===== src/rtl/vic_pkg.sv =====
package vic_pkg;
  localparam int N_SRC    = 3;
  localparam int EN_LSB   = 1;
  localparam int FLG_LSB  = EN_LSB + N_SRC;
  localparam int REG_W    = FLG_LSB + N_SRC + 1;
  localparam int USB_EVTS = 4;
  localparam int VEC_W    = 8;
  localparam int VEC_STEP = 4;

  typedef enum logic [1:0] {
    SRC_USB  = 2'd0,
    SRC_TMR0 = 2'd1,
    SRC_TMR1 = 2'd2
  } src_e;
endpackage


===== src/rtl/vic_flag_bank.sv =====
module vic_flag_bank #(
  parameter int N = 3
) (
  input  logic         clk_i,
  input  logic         rst_ni,
  input  logic [N-1:0] hw_set_i,
  input  logic [N-1:0] take_clr_i,
  input  logic         sw_we_i,
  input  logic [N-1:0] sw_val_i,
  output logic [N-1:0] flag_o
);
  for (genvar g = 0; g < N; g++) begin : g_flag
    // hw set beats take clear, which beats a software write
    always_ff @(posedge clk_i or negedge rst_ni) begin
      if (!rst_ni)            flag_o[g] <= 1'b0;
      else if (hw_set_i[g])   flag_o[g] <= 1'b1;
      else if (take_clr_i[g]) flag_o[g] <= 1'b0;
      else if (sw_we_i)       flag_o[g] <= sw_val_i[g];
    end


    hw_set_wins_chk: assert property (@(posedge clk_i) disable iff (!rst_ni)
      hw_set_i[g] |=> flag_o[g]);

    take_clears_flag_chk: assert property (@(posedge clk_i) disable iff (!rst_ni)
      (take_clr_i[g] && !hw_set_i[g]) |=> !flag_o[g]);
  end
endmodule


===== src/rtl/vic_arbiter.sv =====
module vic_arbiter #(
  parameter int N        = 3,
  parameter int VEC_W    = 8,
  parameter int VEC_STEP = 4
) (
  input  logic             clk_i,
  input  logic             rst_ni,
  input  logic [N-1:0]     req_i,
  input  logic             gie_i,
  input  logic             stack_full_i,
  output logic             take_o,
  output logic [N-1:0]     grant_o,
  output logic [VEC_W-1:0] vector_o
);
  logic [N-1:0]     pick;
  logic [VEC_W-1:0] pick_vec;
  logic             found;

  // lowest index wins; vector = (index+1)*step
  always_comb begin
    pick     = '0;
    pick_vec = '0;
    found    = 1'b0;
    for (int i = 0; i < N; i++) begin
      if (req_i[i] && !found) begin
        found    = 1'b1;
        pick[i]  = 1'b1;
        pick_vec = VEC_W'((i + 1) * VEC_STEP);
      end
    end
  end

  assign take_o   = found && gie_i && !stack_full_i;
  assign grant_o  = take_o ? pick : '0;
  assign vector_o = take_o ? pick_vec : '0;


  stack_full_block_chk: assert property (@(posedge clk_i) disable iff (!rst_ni)
    stack_full_i |-> !take_o);

  grant_onehot_chk: assert property (@(posedge clk_i) disable iff (!rst_ni)
    take_o |-> $onehot(grant_o));

  top_prio_chk: assert property (@(posedge clk_i) disable iff (!rst_ni)
    (take_o && req_i[0]) |-> grant_o[0]);

  vec_idle_chk: assert property (@(posedge clk_i) disable iff (!rst_ni)
    !take_o |-> (vector_o == '0));
endmodule


===== src/rtl/vic_irq_ctrl.sv =====
module vic_irq_ctrl
  import vic_pkg::*;
(
  input  logic                clk_i,
  input  logic                rst_ni,
  input  logic [USB_EVTS-1:0] usb_evt_i,
  input  logic                tmr0_ovf_i,
  input  logic                tmr1_ovf_i,
  input  logic                reg_we_i,
  input  logic [REG_W-1:0]    reg_wdata_i,
  output logic [REG_W-1:0]    reg_rdata_o,
  input  logic                stack_full_i,
  input  logic                reti_i,
  input  logic                ret_i,
  output logic                take_o,
  output logic [VEC_W-1:0]    vector_o,
  output logic                wake_o
);
  logic             gie_q;
  logic [N_SRC-1:0] en_q;
  logic [N_SRC-1:0] flag;
  logic [N_SRC-1:0] hw_set;
  logic [N_SRC-1:0] grant;
  logic             unused_wbit;

  assign unused_wbit = reg_wdata_i[REG_W-1];

  always_comb begin
    hw_set           = '0;
    hw_set[SRC_USB]  = |usb_evt_i;
    hw_set[SRC_TMR0] = tmr0_ovf_i;
    hw_set[SRC_TMR1] = tmr1_ovf_i;
  end

  always_ff @(posedge clk_i or negedge rst_ni) begin
    if (!rst_ni) begin
      gie_q <= 1'b0;
      en_q  <= '0;
    end else begin
      if (reg_we_i) en_q <= reg_wdata_i[EN_LSB +: N_SRC];
      if (take_o)        gie_q <= 1'b0;
      else if (reti_i)   gie_q <= 1'b1;
      else if (reg_we_i) gie_q <= reg_wdata_i[0];
    end
  end

  vic_flag_bank #(.N(N_SRC)) u_flags (
    .clk_i      (clk_i),
    .rst_ni     (rst_ni),
    .hw_set_i   (hw_set),
    .take_clr_i (grant),
    .sw_we_i    (reg_we_i),
    .sw_val_i   (reg_wdata_i[FLG_LSB +: N_SRC]),
    .flag_o     (flag)
  );

  vic_arbiter #(.N(N_SRC), .VEC_W(VEC_W), .VEC_STEP(VEC_STEP)) u_arb (
    .clk_i        (clk_i),
    .rst_ni       (rst_ni),
    .req_i        (flag & en_q),
    .gie_i        (gie_q),
    .stack_full_i (stack_full_i),
    .take_o       (take_o),
    .grant_o      (grant),
    .vector_o     (vector_o)
  );

  assign wake_o      = |(flag & en_q);
  assign reg_rdata_o = {1'b0, flag, en_q, gie_q};


  take_clears_gie_chk: assert property (@(posedge clk_i) disable iff (!rst_ni)
    take_o |=> !reg_rdata_o[0]);

  reti_sets_gie_chk: assert property (@(posedge clk_i) disable iff (!rst_ni)
    (reti_i && !take_o) |=> reg_rdata_o[0]);

  ret_keeps_gie_chk: assert property (@(posedge clk_i) disable iff (!rst_ni)
    (ret_i && !reti_i && !reg_we_i && !take_o) |=> $stable(gie_q));

  wake_leads_take_chk: assert property (@(posedge clk_i) disable iff (!rst_ni)
    (wake_o && gie_q && !stack_full_i) |-> take_o);

  take_needs_wake_chk: assert property (@(posedge clk_i) disable iff (!rst_ni)
    take_o |-> wake_o);
endmodule


===== config.mk =====
export PLATFORM = sky130hd
export DESIGN_NAME = vic_irq_ctrl
export DESIGN_NICKNAME = d
export VERILOG_FILES = /design/src/rtl/vic_pkg.sv /design/src/rtl/vic_flag_bank.sv /design/src/rtl/vic_arbiter.sv /design/src/rtl/vic_irq_ctrl.sv
export SDC_FILE = /design/constraint.sdc
export NUM_CORES = 1
export LEC_CHECK = 0
export ABC_AREA = 1
export CAP_MARGIN = 20
export CORE_UTILIZATION = 32
export DETAILED_ROUTE_END_ITERATION = 8
export GPL_ROUTABILITY_DRIVEN = 0
export PLACE_DENSITY = 0.87
export SLEW_MARGIN = 20
export SYNTH_ARGS = -nofsm -noshare
export SYNTH_HDL_FRONTEND = slang
export SYNTH_SLANG_ARGS = --single-unit

===== constraint.sdc =====
create_clock -name clk_i -period 1.2 [get_ports clk_i]
set_input_delay 0.24 -clock clk_i [delete_from_list [all_inputs] [get_ports clk_i]]
set_output_delay 0.24 -clock clk_i [all_outputs]
set_load 0.01 [all_outputs]

==> flow_summary.json, run 1 <==
{
  "status": "finished with violations",
  "violations": "negative setup slack",
  "clkTransAtPathRegs_ps": 60,
  "drt-pass1-iter-count": 4,
  "final_util_pct": 70.1,
  "cts-root-buf": "clkbuf_4",
  "htreeDepth": 1,
  "critPathLaunchType": "flop",
  "peakVddDrop_uv": 563,
  "fp.dieArea_sq_um": 1700,
  "clock_path_buffers": 2,
  "layout-drive-gt1-share_pct": 43.2,
  "cts_inserted_buffers": 3,
  "clk_latency_ps": 270,
  "synthDistinctLibCells": 19,
  "num_rows": 13,
  "cts_tree": "done",
  "seq_area_frac_synth_pct": 35.5,
  "syn_to_final_growth_pct": 94.2,
  "timing.hold.ws_ps": 242,
  "total_leakage_power_uw": 0.000496,
  "fmax_mhz": 679,
  "num_antenna_cells": 0,
  "hold_violations": 0,
  "grt_pass1_wl_mm": 2.37,
  "place_area_sq_um": 826,
  "netlist_area_sq_um": 493,
  "die_x_microns": 41.3,
  "antenna_found_initial": 0,
  "skew_ps": 2.69,
  "worstSetupPathType": "flop to output port",
  "ios": 38,
  "grt.total_usage_pct": 24.1,
  "finalSetupViolCount": 6,
  "slew_violations": 0,
  "dp_slack_ps": -648,
  "total_power_uw": 878,
  "period_needed_ps": 1470,
  "maxCapViolations": 0,
  "core_sq_um": 1370,
  "yosys_warnings": 0,
  "top_layer_used": "met4",
  "critPathCaptureType": "output port",
  "rsz0062_at_grt": "yes",
  "initial_core_util_pct": 36.1,
  "cp.arrival_ps": 1230,
  "dpl.hpwl_mm": 1.06,
  "die-height_microns": 41.3,
  "synth_area_per_cell_sq_um": 7.70,
  "drtIter0Drc": 5,
  "power_density_nw_per_um2": 917,
  "wl_mm": 1.59,
  "nets": 132,
  "wl_met2_microns": 894,
  "avgRoutedWirePerCell_microns": 12.7,
  "hp-class": "primary input to asynchronous set/reset pin",
  "drt-met1-wl_microns": 524,
  "grt_pass1_vias": 534,
  "drc_errors": 0,
  "vias_per_cell": 4.53,
  "cts_sinks": 7,
  "path_max_fanout": 3,
  "syn_inst": 64,
  "setup_slack_ps": -272,
  "r2r_slack_ps": 20,
  "ys_seq_elements": 7,
  "worstPathRequired_ps": 960,
  "finalCritPeriodShare_pct": 123,
  "stdcell_area_sq_um": 957,
  "portBuffers": 28,
  "met3WireLength_microns": 112,
  "grt.overflow.total": 0,
  "ant_nets": 0,
  "vias": 571,
  "grt_max_degree": 8
}
## logic make-up after synthesis
logic type             count (synthesis)  synth area share [%]
flip-flops                             7                  35.5
AND/OR/NAND/NOR                       38                  40.1
AO/OA/AOI/OAI                          2                  3.30
buffers and inverters                 16                  20.3
other                                  1                 0.761
## per-layer routing
layer  global-route usage (%)  up-vias
met5                        0        -
li1                         -      272
met4                     10.5        0
met2                     48.0       35
met3                     11.4        7
met1                     19.2      257
## synth_stat cells (all sizes together)
cell   instances  area [sq um]
nor2           3          21.3
a21oi          1          8.76
nor3b          1          7.51
buf            9          71.3
nand3          2          27.5
o21a           1          7.51
nand2         30           123
nand4          2          18.8
dfrtp          7           175
conb           1          3.75
inv            7          28.8
## critical path, stage by stage, from the launching register on
cell and delay [ps]:
dfrtp_1 390, nand2_2 140, buf_12 130, nand4_1 90
nand2_1 110, buf_6 100
## registers in the layout, summed over array words and instances, names as in the netlist
signal and cells:
en_q 3, u_flags.flag_o 3, gie_q 1
## stage by stage
step / TNS, ps / std cells
5_1_grt: -1060 / 126
3_5_place_dp: -2560 / 115
3_3_place_gp: -2390 / 115
6_report: -875 / 126
2_1_floorplan: 0 / 70
4_1_cts: -1020 / 128
## power by group
group	internal [uW]	switching, uW
Clock	128	108
Sequential	256	14.9
Combinational	207	164
Total	591	287
## final timing paths
path                                endpoint  cells after the start               from
min                                    gie_q                      1             rst_ni
max reg2reg                u_flags.flag_o[2]                      7  u_flags.flag_o[0]
min reg2reg                          en_q[0]                      3            en_q[0]
min in group clk_i         u_flags.flag_o[1]                      3         tmr0_ovf_i
max                              vector_o[3]                      5  u_flags.flag_o[0]
max in group asynchronous  u_flags.flag_o[1]                      1             rst_ni
## layout make-up
type	count	area, sq um
clock buffer	4	26.3
timing repair buffer	46	447
sequential	7	175
tap	15	18.8
inverter	7	28.8
fill	116	409
multi-input combinational	47	262
## cell usage in the layout (no fill, tap or decap)
cell type / instances
nand2_1: 23
clkdlybuf4s50_1: 17
buf_6: 14
buf_4: 10
nand2_2: 7
conb_1: 7
dfrtp_1: 7
inv_2: 3
inv_1: 3
clkbuf_4: 3
buf_2: 3
nor2_4: 2
nand3_4: 1
nand3_2: 1
nand4_4: 1
nand4_1: 1
inv_4: 1
a21oi_2: 1
o21a_1: 1
nor2_1: 1
nor3b_1: 1
clkbuf_1: 1
dlygate4sd2_1: 1
buf_12: 1
## repair_timing
item | in CTS | in global routing
setup buffers | 10 | 4
setup endpoints to repair | 11 | 9
cloned | 0 | 0
gates resized for setup | 54 | 8
hold buffers | 0 | 0
pin swaps | 7 | 9
No activity file was read; power rests on OpenSTA's default activity.
==> run 2, diff against run 1 <==
==> constraint.sdc (replaced) <==
create_clock -name clk_i -period 1.2 [get_ports clk_i]
set_input_delay 0.18 -clock clk_i [delete_from_list [all_inputs] [get_ports clk_i]]
set_output_delay 0.18 -clock clk_i [all_outputs]
set_load 0.01 [all_outputs]
==> run 2 against run 1 <==
Net effect:
- the run still ends with negative setup slack left
- sequential share of layout area fell by 0.49 points
- die area did not move
- routed wire length rose by 16%
- maximum frequency rose by 4.9%
- cell count rose by 2.4%
==> flow_summary.json, run 2 (synthesis gave the netlist of run 1 again) <==
{
  "status": "finished with violations",
  "violations": "negative setup slack",
  "die_x_microns": 41.3,
  "critPathLaunchType": "flop",
  "vias_per_cell": 4.61,
  "peakVddDrop_uv": 565,
  "cts_inserted_buffers": 3,
  "total_leakage_power_uw": 0.000509,
  "nets": 135,
  "num_rows": 13,
  "worstSetupPathType": "flop to output port",
  "dpl.hpwl_mm": 1.06,
  "dp_slack_ps": -528,
  "critPathCaptureType": "output port",
  "slew_violations": 0,
  "cp.arrival_ps": 1220,
  "met3_usage_pct": 10.3,
  "busiest_layer": "met2",
  "grt_max_degree": 8,
  "drt-pass1-iter-count": 4,
  "mostFrequentLayoutCell": "nand2_1",
  "syn_to_final_growth_pct": 99.5,
  "maxCapViolations": 0,
  "cts_hold_buf": 0,
  "r2r_cells": 8,
  "worstPathRequired_ps": 1020,
  "clk_latency_ps": 270,
  "ios": 38,
  "drc_errors": 0,
  "antenna_found_initial": 0,
  "portBuffers": 28,
  "htreeDepth": 1,
  "grt_use_met1_pct": 20.1,
  "grt.met2_usage_pct": 42.6,
  "grt.total_usage_pct": 23.8,
  "finalCritPeriodShare_pct": 117,
  "cts_tree": "done",
  "top_regs": "en_q x3, u_flags.flag_o x3, gie_q x1",
  "drtIter0Drc": 4,
  "power_density_nw_per_um2": 912,
  "final_util_pct": 72.0,
  "cts-root-buf": "clkbuf_4",
  "clkTransAtPathRegs_ps": 60,
  "path_max_fanout": 3,
  "setup_slack_ps": -204,
  "cts_sinks": 7,
  "avgRoutedWirePerCell_microns": 14.3,
  "vias": 595,
  "die-height_microns": 41.3,
  "hp-class": "primary input to asynchronous set/reset pin",
  "period_needed_ps": 1400,
  "finalSetupViolCount": 6,
  "grt_pass1_wl_mm": 2.29,
  "hold_violations": 0,
  "wl_mm": 1.85,
  "final_cell_mix": "nand2_1, clkdlybuf4s50_1, buf_6, buf_4",
  "initial_core_util_pct": 36.1,
  "ant_nets": 0,
  "fmax_mhz": 713,
  "clock_path_buffers": 2,
  "rsz0062_at_grt": "yes",
  "fp.dieArea_sq_um": 1700,
  "grt.overflow.total": 0,
  "skew_ps": 2.34,
  "num_antenna_cells": 0,
  "grt_pass1_vias": 530,
  "layout-drive-gt1-share_pct": 44.7,
  "core_sq_um": 1370
}
-- run 2: cell types whose count changed in the layout (fill, tap and decap cells not counted), sizes merged --
cell	change
buf	+3
-- run 2: final cells by class --
cell class,count,area (sq um)
clock buffers,4,26.3
fillers,111,383
inverters,7,31.3
multi-input cells,47,256
flip-flops and latches,7,175
well taps,15,18.8
repair buffers,49,475
-- run 2: repair_timing --
item,CTS,global route
buffers inserted,10,3
gates resized for setup,51,12
cloned,0,0
setup endpoints to repair,11,10
pin swaps,6,10
-- run 2: metrics by stage --
stage	hold WS, ps	power [uW]	area, sq um	cells	TNS (ps)
finish	186	897	983	129	-734
global route	226	949	983	129	-1010
CTS	192	863	957	128	-736
detailed placement	474	576	826	115	-1720
global placement	462	566	826	115	-1630
floorplan	-116	422	515	70	0
-- run 2: path summary, 6_finish.rpt --
path | slack, ps | end | startpoint
max reg2reg | -90 | u_flags.flag_o[1] | gie_q
max in group asynchronous | 760 | u_flags.flag_o[1] | rst_ni
min | 190 | gie_q | rst_ni
min in group clk_i | 440 | u_flags.flag_o[1] | tmr0_ovf_i
max | -200 | vector_o[2] | u_flags.flag_o[0]
min reg2reg | 610 | en_q[0] | en_q[0]
-- run 2: where the power goes --
group          switching, uW  leakage, uW  internal [uW]
combinational            173     0.000417            220
clock                    105    0.0000150            128
sequential              15.6    0.0000772            256
-- run 2: layer usage --
| layer | vias up | part of all wire [%] | routed length, microns |
|---|---|---|---|
| met5 | - | 0 | 0 |
| met4 | 0 | 5.1 | 94 |
| met3 | 8 | 4.9 | 91 |
| met2 | 34 | 58 | 1070 |
| met1 | 274 | 32 | 593 |
| li1 | 279 | - | - |
-- run 2: worst max-delay path: stages (launching register included) --
cell and delay (ps):
dfrtp_1 400, nand2_2 150, buf_12 130, nand4_4 90, nand2_2 90, buf_6 100
==> run 3, diff against run 2 <==
CORE_MARGIN = 4   (was not set)
CORE_UTILIZATION = 33   (was 32)
PLACE_DENSITY = 0.88   (was 0.87)
SYNTH_HIERARCHICAL = 1   (was not set)
==> run 3 against run 2 <==
Net effect:
- the flow still finishes with violations (negative setup slack)
- setup slack lost 2.1 ps
- die area increased by 34%
- area after synthesis increased by 5.8%
- clock skew is essentially flat
- flip-flop and latch count is the same
- critical path depth increased by 2
- clock power down 10%
- critical path type unchanged
- critical endpoint unchanged
- largest power group unchanged
==> flow_summary.json, run 3 <==
{
  "status": "finished with violations",
  "violations": "negative setup slack",
  "synth_compound_gate_area_share_pct": 0,
  "cts-root-buf": "clkbuf_4",
  "ff_latch_area_sq_um": 175,
  "cp.arrival_ps": 1230,
  "path_max_fanout": 2,
  "synth_top_family_by_area": "simple AND/OR/NAND/NOR gates",
  "grt_pass1_vias": 565,
  "ys_seq_elements": 7,
  "r2r_cells": 11,
  "hold_violations": 0,
  "clkTransAtPathRegs_ps": 50,
  "initial_core_util_pct": 34.6,
  "layout-drive-gt1-share_pct": 36.4,
  "stdcell_area_sq_um": 935,
  "vias": 606,
  "r2r_slack_ps": -100,
  "cts_sinks": 7,
  "netlist_area_sq_um": 522,
  "drtIter0Drc": 8,
  "fmax_mhz": 711,
  "period_needed_ps": 1410,
  "total_leakage_power_uw": 0.000561,
  "synthDistinctLibCells": 11,
  "dpl.hpwl_mm": 1.08,
  "antenna_found_initial": 0,
  "rsz0062_at_grt": "yes",
  "vias_per_cell": 4.09,
  "cts_inserted_buffers": 3,
  "fill_cells": 141,
  "ios": 38,
  "maxCapViolations": 0,
  "multi_input_area_sq_um": 254,
  "slew_violations": 0,
  "ant_nets": 0,
  "grt.overflow.total": 0,
  "die-height_microns": 47.8,
  "htreeDepth": 1,
  "yosys-mux-area-fraction_pct": 0,
  "num_rows": 14,
  "yosys_warnings": 6,
  "seq_area_frac_synth_pct": 33.6,
  "syn_inst": 87,
  "synth-xor-area-share_pct": 0,
  "grt.total_usage_pct": 14.0,
  "mostFrequentLayoutCell": "nand2_1",
  "synth_area_leaders": "dfrtp_1, nand2_1, inv_1, buf_4, nand3_1",
  "worstPathRequired_ps": 1020,
  "ys_top_cells_by_count": "nand2_1, inv_1, buf_4, nor2_1, dfrtp_1",
  "nets": 153,
  "place_area_sq_um": 863,
  "grt_max_degree": 10,
  "grt_pass1_wl_mm": 2.18,
  "power_density_nw_per_um2": 882,
  "synth_top_cell_by_area": "dfrtp_1",
  "ys.flop_type": "dfrtp_1",
  "peakVddDrop_uv": 581,
  "cts_tree": "done",
  "worst_r2r_endpoint": "u_flags/flag_o[0]",
  "finalCritPeriodShare_pct": 117,
  "synth_area_per_cell_sq_um": 6.00,
  "skew_ps": 2.71,
  "critPathCaptureType": "output port",
  "core_sq_um": 1510,
  "synth_fa_ha_area_share_pct": 0,
  "wl_mm": 1.47,
  "final_cell_mix": "nand2_1, inv_1, clkdlybuf4s50_1, buf_4",
  "syn_to_final_growth_pct": 79.1,
  "setup_slack_ps": -206,
  "hp-class": "primary input to asynchronous set/reset pin",
  "fp.dieArea_sq_um": 2280,
  "top_regs": "en_q x3, u_flags/flag_o x3, gie_q x1",
  "avgRoutedWirePerCell_microns": 9.95,
  "drt-pass1-iter-count": 4,
  "synth-simple-area-share_pct": 35.5,
  "synth_edf_count": 0,
  "total_power_uw": 824,
  "async_reset_ff_share_pct": 100,
  "drc_errors": 0,
  "cts_hold_buf": 0,
  "portBuffers": 28,
  "clock_path_buffers": 2,
  "clk_latency_ps": 250,
  "die_x_microns": 47.8,
  "critPathLaunchType": "flop",
  "synth_most_common_cell": "nand2_1",
  "finalSetupViolCount": 7,
  "reg2reg_from": "u_flags/flag_o[0]",
  "synth_top_area_share_pct": 33.6,
  "worstSetupPathType": "flop to output port",
  "num_antenna_cells": 0
}
## run 3: changes by cell type after synthesis, moves of 2 or more
| cell | previous run | this run |
|---|---|---|
| inv_1 | 4 | 23 |
| nand2_2 | 4 | 2 |
| nand3_1 | 0 | 6 |
| nor2_1 | 1 | 8 |
## run 3: how the worst max path moves through the flow
stage / start / to / slack [ps] / cells past startpoint
6_report: en_q[1] / vector_o[2] / -210 / 7
5_1_grt: en_q[1] / vector_o[2] / -280 / 7
4_1_cts: u_flags/flag_o[0] / vector_o[2] / -210 / 7
3_5_place_dp: stack_full_i / vector_o[2] / -430 / 7
3_3_place_gp: stack_full_i / vector_o[3] / -400 / 7
2_1_floorplan: u_flags/flag_o[0] / gie_q / 20 / 9
## run 3: area by class of cell
class	count	share of cell area [%]
multi-input cells	52	27.2
repair buffers	44	39.1
well taps	16	2.14
flip-flops and latches	7	18.7
inverters	25	10.0
clock buffers	4	2.81
## run 3: repair_timing
item | CTS | global route
hold endpoints to repair | 0 | 0
pin swaps | 11 | 9
endpoints found under the setup margin | 15 | 13
gates resized for setup | 42 | 17
buffers inserted | 5 | 4
## run 3: worst max-delay path, stage by stage (launching register included)
cell     delay, ps
dfrtp_1        390
nand2_2         90
inv_2           50
nor2_4         120
buf_6          110
nor2_1          30
nor2_1          70
buf_2          130
## run 3: cells by family (layout without fill, tap and decap cells)
family,Yosys count,in the layout
other,2,7
AND/OR/NAND/NOR,45,45
buffers and inverters,33,73
flip-flops,7,7
## run 3: stage by stage
step	instances	util, %	hold WS, ps	setup TNS (ps)	setup slack (ps)
CTS	147	62.5	192	-848	-211
finish	148	62.0	188	-756	-206
floorplan	92	-	-116	0	16.6
detailed placement	139	57.3	465	-1690	-426
global route	148	62.0	207	-1310	-282
global placement	139	57.3	444	-1380	-399
## run 3: power by group
part	switching, uW	total (uW)	internal, uW
clock network	82.7	209	127
logic	161	346	185
registers	12.7	268	256
total	256	824	568
## run 3: routing by layer
layer / global-route usage, % / share of wire [%] / wire length [microns]
met4: 9.14 / 1.0 / 15
met3: 2.26 / 6.0 / 89
met1: 14.0 / 36 / 527
met2: 26.1 / 57 / 840
met5: 0 / 0 / 0
